===== src/rtl/cbt_pkg.sv =====
`timescale 1ns/1ps
package cbt_pkg;
    localparam int REG_W = 8;
    localparam int PRE_W = 8;
    localparam int SEG_W = 4;
    localparam int Q_W   = 6;

    typedef struct packed {
        logic [2:0]       sjw;
        logic [SEG_W-1:0] prop;
        logic [SEG_W-1:0] ph1;
        logic [SEG_W-1:0] ph2;
    } seg_cfg_t;

    typedef struct packed {
        logic [5:0] brp;
        logic       triple;
        seg_cfg_t   seg;
    } bit_cfg_t;

    typedef struct packed {
        logic [Q_W-1:0] q;
        logic [Q_W-1:0] ext;
        logic           resynced;
    } seg_state_t;

    function automatic bit_cfg_t decode_cfg(input logic [REG_W-1:0] rate,
                                            input logic [REG_W-1:0] seg,
                                            input logic [REG_W-1:0] tail);
        bit_cfg_t c;
        c.brp      = rate[5:0];
        c.seg.sjw  = {1'b0, rate[7:6]} + 3'd1;
        c.seg.prop = {1'b0, seg[2:0]} + 4'd1;
        c.seg.ph1  = {1'b0, seg[5:3]} + 4'd1;
        if (seg[7])
            c.seg.ph2 = {1'b0, tail[2:0]} + 4'd1;
        else
            c.seg.ph2 = (c.seg.ph1 > 4'd2) ? c.seg.ph1 : 4'd2;
        c.triple = seg[6];
        return c;
    endfunction

    function automatic logic majority3(input logic a, input logic b, input logic c);
        return (a & b) | (a & c) | (b & c);
    endfunction

    function automatic logic [Q_W-1:0] umin(input logic [Q_W-1:0] a, input logic [Q_W-1:0] b);
        return (a < b) ? a : b;
    endfunction
endpackage


===== src/rtl/cbt_prescaler.sv =====
`timescale 1ns/1ps
module cbt_prescaler #(
    parameter int CNT_W = cbt_pkg::PRE_W
) (
    input  logic       clk,
    input  logic       rst,
    input  logic [5:0] brp,
    output logic       tq_tick
);
    logic [CNT_W-1:0] cnt;
    logic [CNT_W-1:0] limit;

    // quantum length 2*(brp+1) -> terminal count 2*brp+1
    assign limit   = CNT_W'({brp, 1'b1});
    assign tq_tick = (cnt >= limit);

    always_ff @(posedge clk) begin
        if (rst)          cnt <= '0;
        else if (tq_tick) cnt <= '0;
        else              cnt <= cnt + 1'b1;
    end
endmodule


===== src/rtl/cbt_sampler.sv =====
`timescale 1ns/1ps
module cbt_sampler
    import cbt_pkg::*;
(
    input  logic clk,
    input  logic rst,
    input  logic tq_tick,
    input  logic rx_in,
    input  logic sample_now,
    input  logic triple,
    output logic prev_q,
    output logic rx_bit
);
    // hist[0]: line at previous tick, hist[1]: two ticks back
    logic [1:0] hist;

    always_ff @(posedge clk) begin
        if (rst) begin
            hist   <= 2'b11;
            rx_bit <= 1'b1;
        end else begin
            if (tq_tick)
                hist <= {hist[0], rx_in};
            if (sample_now)
                rx_bit <= triple ? majority3(hist[1], hist[0], rx_in) : rx_in;
        end
    end

    assign prev_q = hist[0];
endmodule


===== src/rtl/cbt_segmenter.sv =====
`timescale 1ns/1ps
module cbt_segmenter
    import cbt_pkg::*;
(
    input  logic     clk,
    input  logic     rst,
    input  logic     tq_tick,
    input  seg_cfg_t cfg,
    input  logic     rx_in,
    input  logic     prev_q,
    input  logic     bus_idle,
    output logic     sample_now,
    output logic     bit_start,
    output logic     sample_stb
);
    seg_state_t     st, st_n;
    logic           bs_n, fall, hard;
    logic [Q_W-1:0] sp, last, nbt, sp_eff, last_eff, err, step, tgt;

    always_comb begin
        sp       = Q_W'(cfg.prop) + Q_W'(cfg.ph1);
        last     = sp + Q_W'(cfg.ph2);
        nbt      = last + 1'b1;
        sp_eff   = sp + st.ext;
        last_eff = last + st.ext;
        fall     = tq_tick && prev_q && !rx_in;
        hard     = fall && bus_idle;
        sample_now = tq_tick && (st.q == sp_eff) && !hard;

        // phase error in quanta: late before the sample point, early after it
        err  = (st.q <= sp) ? st.q : (nbt - st.q);
        step = umin(err, Q_W'(cfg.sjw));
        tgt  = st.q + 1'b1 + step;
        if (tgt >= nbt) tgt = tgt - nbt;

        st_n = st;
        bs_n = 1'b0;
        if (tq_tick) begin
            if (hard) begin
                st_n.q = Q_W'(1); st_n.ext = '0; st_n.resynced = 1'b1; bs_n = 1'b1;
            end else if (fall && !st.resynced && st.q != '0) begin
                if (st.q <= sp) begin
                    st_n.q = st.q + 1'b1; st_n.ext = step; st_n.resynced = 1'b1;
                end else if (tgt == Q_W'(1)) begin
                    st_n.q = Q_W'(1); st_n.ext = '0; st_n.resynced = 1'b0; bs_n = 1'b1;
                end else if (tgt == '0) begin
                    st_n.q = '0; st_n.ext = '0; st_n.resynced = 1'b0;
                end else begin
                    st_n.q = tgt; st_n.resynced = 1'b1;
                end
            end else if (st.q >= last_eff) begin
                st_n.q = '0; st_n.ext = '0; st_n.resynced = 1'b0;
            end else if (st.q == '0) begin
                st_n.q = Q_W'(1); bs_n = 1'b1;
            end else begin
                st_n.q = st.q + 1'b1;
            end
        end
    end

    always_ff @(posedge clk) begin
        if (rst) begin
            st         <= '0;
            bit_start  <= 1'b0;
            sample_stb <= 1'b0;
        end else begin
            st         <= st_n;
            bit_start  <= bs_n;
            sample_stb <= sample_now;
        end
    end
endmodule


===== src/rtl/can_bit_timer.sv =====
`timescale 1ns/1ps
module can_bit_timer
    import cbt_pkg::*;
#(
    parameter int CNT_W = PRE_W
) (
    input  logic             clk,
    input  logic             rst,
    input  logic [REG_W-1:0] cfg_rate,
    input  logic [REG_W-1:0] cfg_seg,
    input  logic [REG_W-1:0] cfg_tail,
    input  logic             rx_in,
    input  logic             bus_idle,
    output logic             bit_start,
    output logic             sample_stb,
    output logic             rx_bit
);
    bit_cfg_t cfg;
    logic     tq_tick;
    logic     sample_now;
    logic     prev_q;

    assign cfg = decode_cfg(cfg_rate, cfg_seg, cfg_tail);

    cbt_prescaler #(.CNT_W(CNT_W)) u_pre (
        .clk     (clk),
        .rst     (rst),
        .brp     (cfg.brp),
        .tq_tick (tq_tick)
    );

    cbt_segmenter u_seg (
        .clk        (clk),
        .rst        (rst),
        .tq_tick    (tq_tick),
        .cfg        (cfg.seg),
        .rx_in      (rx_in),
        .prev_q     (prev_q),
        .bus_idle   (bus_idle),
        .sample_now (sample_now),
        .bit_start  (bit_start),
        .sample_stb (sample_stb)
    );

    cbt_sampler u_smp (
        .clk        (clk),
        .rst        (rst),
        .tq_tick    (tq_tick),
        .rx_in      (rx_in),
        .sample_now (sample_now),
        .triple     (cfg.triple),
        .prev_q     (prev_q),
        .rx_bit     (rx_bit)
    );
endmodule


===== config.mk =====
export PLATFORM = sky130hd
export DESIGN_NAME = can_bit_timer
export DESIGN_NICKNAME = d
export VERILOG_FILES = /design/src/rtl/cbt_pkg.sv /design/src/rtl/cbt_prescaler.sv /design/src/rtl/cbt_sampler.sv /design/src/rtl/cbt_segmenter.sv /design/src/rtl/can_bit_timer.sv
export SDC_FILE = /design/constraint.sdc
export NUM_CORES = 1
export LEC_CHECK = 0
export ABC_AREA = 1
export BUFFER_PORTS_ARGS = -buffer_cell sky130_fd_sc_hd__buf_2
export CAP_MARGIN = 30
export CORE_MARGIN = 2
export CORE_UTILIZATION = 65
export CTS_CLUSTER_DIAMETER = 50
export DETAILED_ROUTE_END_ITERATION = 12
export HOLD_SLACK_MARGIN = 0.1
export PLACE_DENSITY_LB_ADDON = 0.08
export SYNTH_ARGS = -nofsm -noshare
export SYNTH_HDL_FRONTEND = slang
export SYNTH_SLANG_ARGS = --single-unit
export TNS_END_PERCENT = 1

===== constraint.sdc =====
create_clock -name clk -period 16.5 [get_ports clk]
set_input_delay 3.3 -clock clk [delete_from_list [all_inputs] [get_ports clk]]
set_output_delay 3.3 -clock clk [all_outputs]
set_load 0.03 [all_outputs]

==> results of run 1 <==
==> flip-flops by register name, indices dropped and copies added, names as in the netlist <==
signal / count
u_seg.bit_start: 1
u_smp.hist: 2
u_seg.st: 13
u_seg.sample_stb: 1
u_smp.rx_bit: 1
u_pre.cnt: 8
==> power breakdown <==
| group | switching (mW) | leakage (nW) | internal (mW) |
|---|---|---|---|
| Sequential | 0.000773 | 0.210 | 0.0635 |
| Combinational | 0.205 | 1.85 | 0.129 |
| Clock | 0.0220 | 0.0357 | 0.0325 |
| Total | 0.228 | 2.09 | 0.225 |
==> cell families after synthesis <==
| kind of cell | share of synthesized area [%] |
|---|---|
| AO/OA/AOI/OAI | 11.8 |
| XOR/XNOR | 10.7 |
| adder cells (fa/ha/maj) | 24.5 |
| buffers and inverters | 11.4 |
| flip-flops | 14.5 |
| other | 0.105 |
| AND/OR/NAND/NOR | 26.9 |
==> worst register-to-register path: cells and delay by family, from the launching register on <==
family                     cells  cell delay (ns)
adders and majority gates      5             1.63
DFF                            1             0.63
and+or+nand+nor               18             2.09
xor gates and xnor gates       1             0.20
buffers and inverters          3             0.20
AOI/OAI and AO/OA              6             1.07
==> synth_stat cells (2+ instances only) <==
library cell | instances | area [um2]
a21oi_1 | 25 | 125
a21oi_4 | 2 | 32.5
and2_2 | 3 | 22.5
buf_6 | 3 | 33.8
clkbuf_1 | 2 | 7.51
dfxtp_1 | 26 | 521
fa_1 | 7 | 140
ha_1 | 59 | 738
inv_1 | 95 | 357
inv_2 | 2 | 7.51
nand2_1 | 92 | 345
nand2_2 | 5 | 31.3
nand3_1 | 35 | 175
nand3_2 | 4 | 40.0
nand3b_1 | 3 | 22.5
nand4_1 | 16 | 100
nor2_1 | 32 | 120
nor3_1 | 7 | 35.0
o211ai_1 | 6 | 45.0
o21ai_0 | 21 | 105
o21ai_1 | 3 | 15.0
o21bai_1 | 2 | 15.0
o22ai_1 | 4 | 25.0
or2_2 | 3 | 18.8
xnor2_1 | 15 | 131
xnor2_2 | 2 | 32.5
xor2_1 | 25 | 219
==> through the flow <==
stage / util (%) / instance area [um2] / hold WS (ns) / power [mW] / std cells
2_1_floorplan: - / 3590 / 0.430 / 0.337 / 516
3_3_place_gp: 69.5 / 3760 / 0.447 / 0.385 / 607
3_5_place_dp: 69.5 / 3760 / 0.459 / 0.396 / 607
4_1_cts: 70.8 / 3830 / 0.482 / 0.451 / 611
5_1_grt: 70.8 / 3830 / 0.497 / 0.506 / 611
6_report: 70.8 / 3830 / 0.475 / 0.453 / 611
==> final cells by class <==
| cell class | count | area [um2] |
|---|---|---|
| Clock buffer | 3 | 41.3 |
| Clock inverter | 1 | 30.0 |
| Fill cell | 490 | 1580 |
| Inverter | 97 | 364 |
| Multi-Input combinational cell | 387 | 2660 |
| Sequential cell | 26 | 520 |
| Tap cell | 72 | 90.1 |
| Timing Repair Buffer | 25 | 125 |
==> per-layer routing <==
metal / wire length, um / track usage [%]
met1: 3740 / 35.3
met2: 3980 / 51.1
met3: 281 / 1.95
met4: 122 / 10.2
met5: 0 / 0
==> worst paths after layout <==
check / from / depth (start not counted) / slack (ns) / endpoint
hold reg to reg: u_pre.cnt[0]$_SDFF_PP0_ / 1 / 0.47 / u_pre.cnt[0]$_SDFF_PP0_
setup reg to reg: u_seg.st[10]$_SDFFE_PP0P_ / 33 / 10.62 / u_seg.st[2]$_SDFFE_PP0P_
hold / removal: u_pre.cnt[0]$_SDFF_PP0_ / 1 / 0.47 / u_pre.cnt[0]$_SDFF_PP0_
setup / recovery: cfg_seg[3] / 38 / 6.01 / u_seg.st[2]$_SDFFE_PP0P_
==> reports/metrics.yaml, run 1 <==
end_kind: "register"
post-route-period-util_pct: 63.6
cp.arrival_ns: 10.71
htreeDepth: 1
syn-mean-instance-area_um2: 6.96
grt_max_degree: 16
root_buffer: "clkbuf_8"
cts_buffer_depth: 2
initial_utilization_pct: 66.3
track_usage_pct: 28.3
route.vias.total: 3329
cts_buffers: 3
ir_drop_mv: 0.149
drc: 0
drv_slew: 0
place_hpwl_mm: 6.86
max_freq_ghz: 0.0953
area_growth_pct: 6.81
rows: 27
drt_iter0_markers: 147
syn_inst: 515
yosysSeqAreaShare_pct: 14.5
fin_crit_ns: 10.49
synth_seq_cells: 26
critPathRequiredTime_ns: 16.72
worstHoldPathType: "register to register"
clk-insertion-delay-late_ns: 0.28
grt_pass1_wl_mm: 14.2
setup_violations: 0
gp_congestion: 0.877
cp_common_cell: "inv_1"
antennaDiodeCount: 0
cts_sinks: 26
antenna_found_initial: 0
hold_viol: 0
critPathLaunchType: "input pin"
dp_slack_ns: 5.73
synthesis.area_mm2: 0.00358
ant_nets: 0
core_mm2: 0.00541
rsz0062_at_grt: "no"
maxCapViolCount: 0
power_per_cell_area_mw_per_mm2: 118
crit_family: "adder cells"
pin_count: 31
synth-edff-count: 0
cp_slowest_cell: "fa_1"
cp_slowest_stage_delay_ns: 0.60
ys_async_sr_fraction_pct: 0
cp_max_fo: 12
worstSetupPathType: "input pin to register"
dieArea_mm2: 0.00612
layout_commonest_cell: "inv_1"
finalNetCount: 634
outcome: "completed"
cts_tree: "done"
cts_hold_buf: 0
drt-pass1-iter-count: 4
p_leak_nw: 2.09
postCtsResizedCells: 0
synth_ff_type: "dfxtp_1"
post_cts_buffers: 0
overflow: 0
ys_warn_count: 0
grt_pass1_vias: 3352
finClkSkew_ns: 0.00720
die_h_um: 78.3
finalSetupTns_ns: 0
io_buffers: 25
avgViaCountPerCell: 5.45
drive_above_1_share_pct: 10.2
wirelength_mm: 8.12
die_w_um: 78.3
final_cell_mix: "inv_1, nand2_1, ha_1"
wire_per_inst_um: 13.3
critPathBufInv: 8
clk_pin_slew_ns: 0.10
synthDistinctLibCells: 43
worst_slack_ns: 6.01
Power figures use the tool's default switching activity.
==> run 2: changes to the inputs <==
Settings changed: ABC_AREA 1 to 0, CORE_UTILIZATION 65 to 62.
Clock period 16.5 ns to 10.1 ns, I/O delays scaled along.
==> run 2 against run 1 <==
Net effect: combinational power rose by 36%; hold slack improved by 0.022 ns; core utilization fell by 2.7 points; non-clock buffer count rose by 1; synthesized cell count fell by 17%; worst setup slack got worse by 5.4 ns; total power rose by 43%; critical path type unchanged; register-to-register slack got worse by 7.0 ns; largest cell class unchanged; clock power rose by 61%; synthesized area fell by 1.9%; die area rose by 2.7%.
==> reports/metrics.yaml, run 2 <==
cp_max_fo: 10
r2r_cells: 23
slew_headroom_pct: 54.7
finClkSkew_ns: 0.00464
largest_register_ffs: 13
holdCritStartpoint: "u_seg.st[4]$_SDFFE_PP0P_"
grt_max_degree: 16
dieArea_mm2: 0.00629
grt_pass1_wl_mm: 13.8
synthDistinctLibCells: 63
wire_per_inst_um: 15.2
reg_top3: "u_seg.st x13, u_pre.cnt x8, u_smp.hist x2"
setup_violations: 0
cts_buffer_depth: 2
worstSetupPathType: "input pin to register"
reg2reg_slack_ns: 3.61
rows: 27
final_cell_mix: "ha_1, inv_1, nor2_1"
ir_drop_mv: 0.206
yosysSeqAreaShare_pct: 14.8
drv_slew: 0
worst_slew_pin_slew_ns: 0.675
r2r_start: "u_seg.st[11]$_SDFFE_PP0P_"
hold_depth: 2
rsz0062_at_grt: "no"
layout_commonest_cell: "ha_1"
cp_common_cell: "ha_1"
worstHoldPathType: "register to register"
p_leak_nw: 1.84
pin_count: 31
die_w_um: 79.3
cp_slowest_cell: "fa_1"
cts_tree: "done"
post_cts_buffers: 0
drt-pass1-iter-count: 4
ys_top_cells_by_count: "ha_1, inv_1, nor2_1"
max_freq_ghz: 0.106
grt_pass1_vias: 3050
postCtsResizedCells: 0
finalSetupTns_ns: 0
drc: 0
io_buffers: 25
synth_ff_type: "dfxtp_1"
syn-mean-instance-area_um2: 8.21
cts_buffers: 3
htreeDepth: 1
fin_crit_ns: 9.44
end_kind: "register"
drive_above_1_share_pct: 10.4
finalNetCount: 545
timing.rr.end: "u_seg.st[2]$_SDFFE_PP0P_"
place_hpwl_mm: 6.62
wirelength_mm: 7.94
synth_seq_cells: 26
synth.largest_area_cell: "ha_1"
cts_hold_buf: 0
antennaDiodeCount: 0
drt_iter0_markers: 148
syn_inst: 428
clk_pin_slew_ns: 0.09
track_usage_pct: 27.5
gp_congestion: 0.894
antenna_found_initial: 0
cp.arrival_ns: 9.58
maxCapViolCount: 0
area_growth_pct: 6.73
initial_utilization_pct: 63.8
route.vias.total: 3065
synth-edff-count: 0
power_per_cell_area_mw_per_mm2: 172
synthesis.area_mm2: 0.00352
root_buffer: "clkbuf_8"
holdPathEnd: "u_seg.st[4]$_SDFFE_PP0P_"
synth.most_common_cell: "ha_1"
cp_slowest_stage_delay_ns: 0.60
avgViaCountPerCell: 5.87
synth_top_cell_area_share_pct: 21.0
ys_warn_count: 0
critPathRequiredTime_ns: 10.24
critPathLaunchType: "input pin"
clk-insertion-delay-late_ns: 0.28
core_mm2: 0.00551
largest_register: "u_seg.st"
overflow: 0
cts_sinks: 26
total_power_mw: 0.647
ys_async_sr_fraction_pct: 0
post-route-period-util_pct: 93.5
synth_area_leaders: "ha_1, dfxtp_1, xnor2_1"
die_h_um: 79.3
ant_nets: 0
outcome: "completed"
hold_viol: 0
-- run 2: layer usage --
layer	vias to the layer above	routed length [um]	track usage [%]
met5	-	0	0
met4	0	112	6.21
met3	11	362	2.16
met2	63	3930	49.6
met1	1427	3540	35.5
li1	1564	-	-
-- run 2: cell families (layout without fill, tap and decap cells) --
family                     count (synthesis)  in the layout  share of synthesized area (%)
AOI/OAI and AO/OA                        104            104                           20.8
xor gates and xnor gates                  45             45                           11.4
adders and majority gates                 66             66                           25.0
buffers and inverters                     62             83                           7.40
DFF                                       26             26                           14.8
muxes                                      9              9                           2.63
other                                      1              2                          0.107
and+or+nand+nor                          115            115                           17.8
-- run 2: critical path, delay by kind of cell --
family	cells	cell delay (ns)
multiplexers	2	0.60
XOR/XNOR	2	0.27
buffers and inverters	5	0.56
AO/OA/AOI/OAI	9	2.24
adder cells (fa/ha/maj)	9	3.57
AND/OR/NAND/NOR	2	0.32
-- run 2: final cells by class --
class,instances,area [um2]
tap,72,90.1
timing repair buffer,26,133
clock inverter,1,30.0
inverter,53,199
sequential,26,520
clock buffer,3,41.3
multi-input combinational,341,2740
fill,462,1750
-- run 2: report_power, final --
group	internal [mW]	total (mW)	switching, mW
Combinational	0.193	0.453	0.260
Clock	0.0531	0.0877	0.0346
Sequential	0.104	0.106	0.00193
-- run 2: worst max path at each step --
stage	start	end	slack, ns
2_1_floorplan	cfg_seg[3]	u_seg.st[2]$_SDFFE_PP0P_	1.42
3_3_place_gp	cfg_seg[3]	u_seg.st[2]$_SDFFE_PP0P_	0.48
3_5_place_dp	cfg_seg[3]	u_seg.st[2]$_SDFFE_PP0P_	0.41
4_1_cts	cfg_seg[3]	u_seg.st[2]$_SDFFE_PP0P_	0.68
5_1_grt	cfg_seg[3]	u_seg.st[3]$_SDFFE_PP0P_	0.04
6_report	cfg_seg[3]	u_seg.st[2]$_SDFFE_PP0P_	0.66
-- run 2: per-stage QoR --
step | hold slack (ns) | instances | instance area (um2) | worst slack [ns] | util, %
floorplan | 0.430 | 429 | 3520 | 1.42 | -
global placement | 0.476 | 518 | 3680 | 0.485 | 66.8
detailed placement | 0.482 | 518 | 3680 | 0.414 | 66.8
CTS | 0.498 | 522 | 3750 | 0.683 | 68.1
global route | 0.526 | 522 | 3750 | 0.0407 | 68.1
finish | 0.497 | 522 | 3750 | 0.656 | 68.1
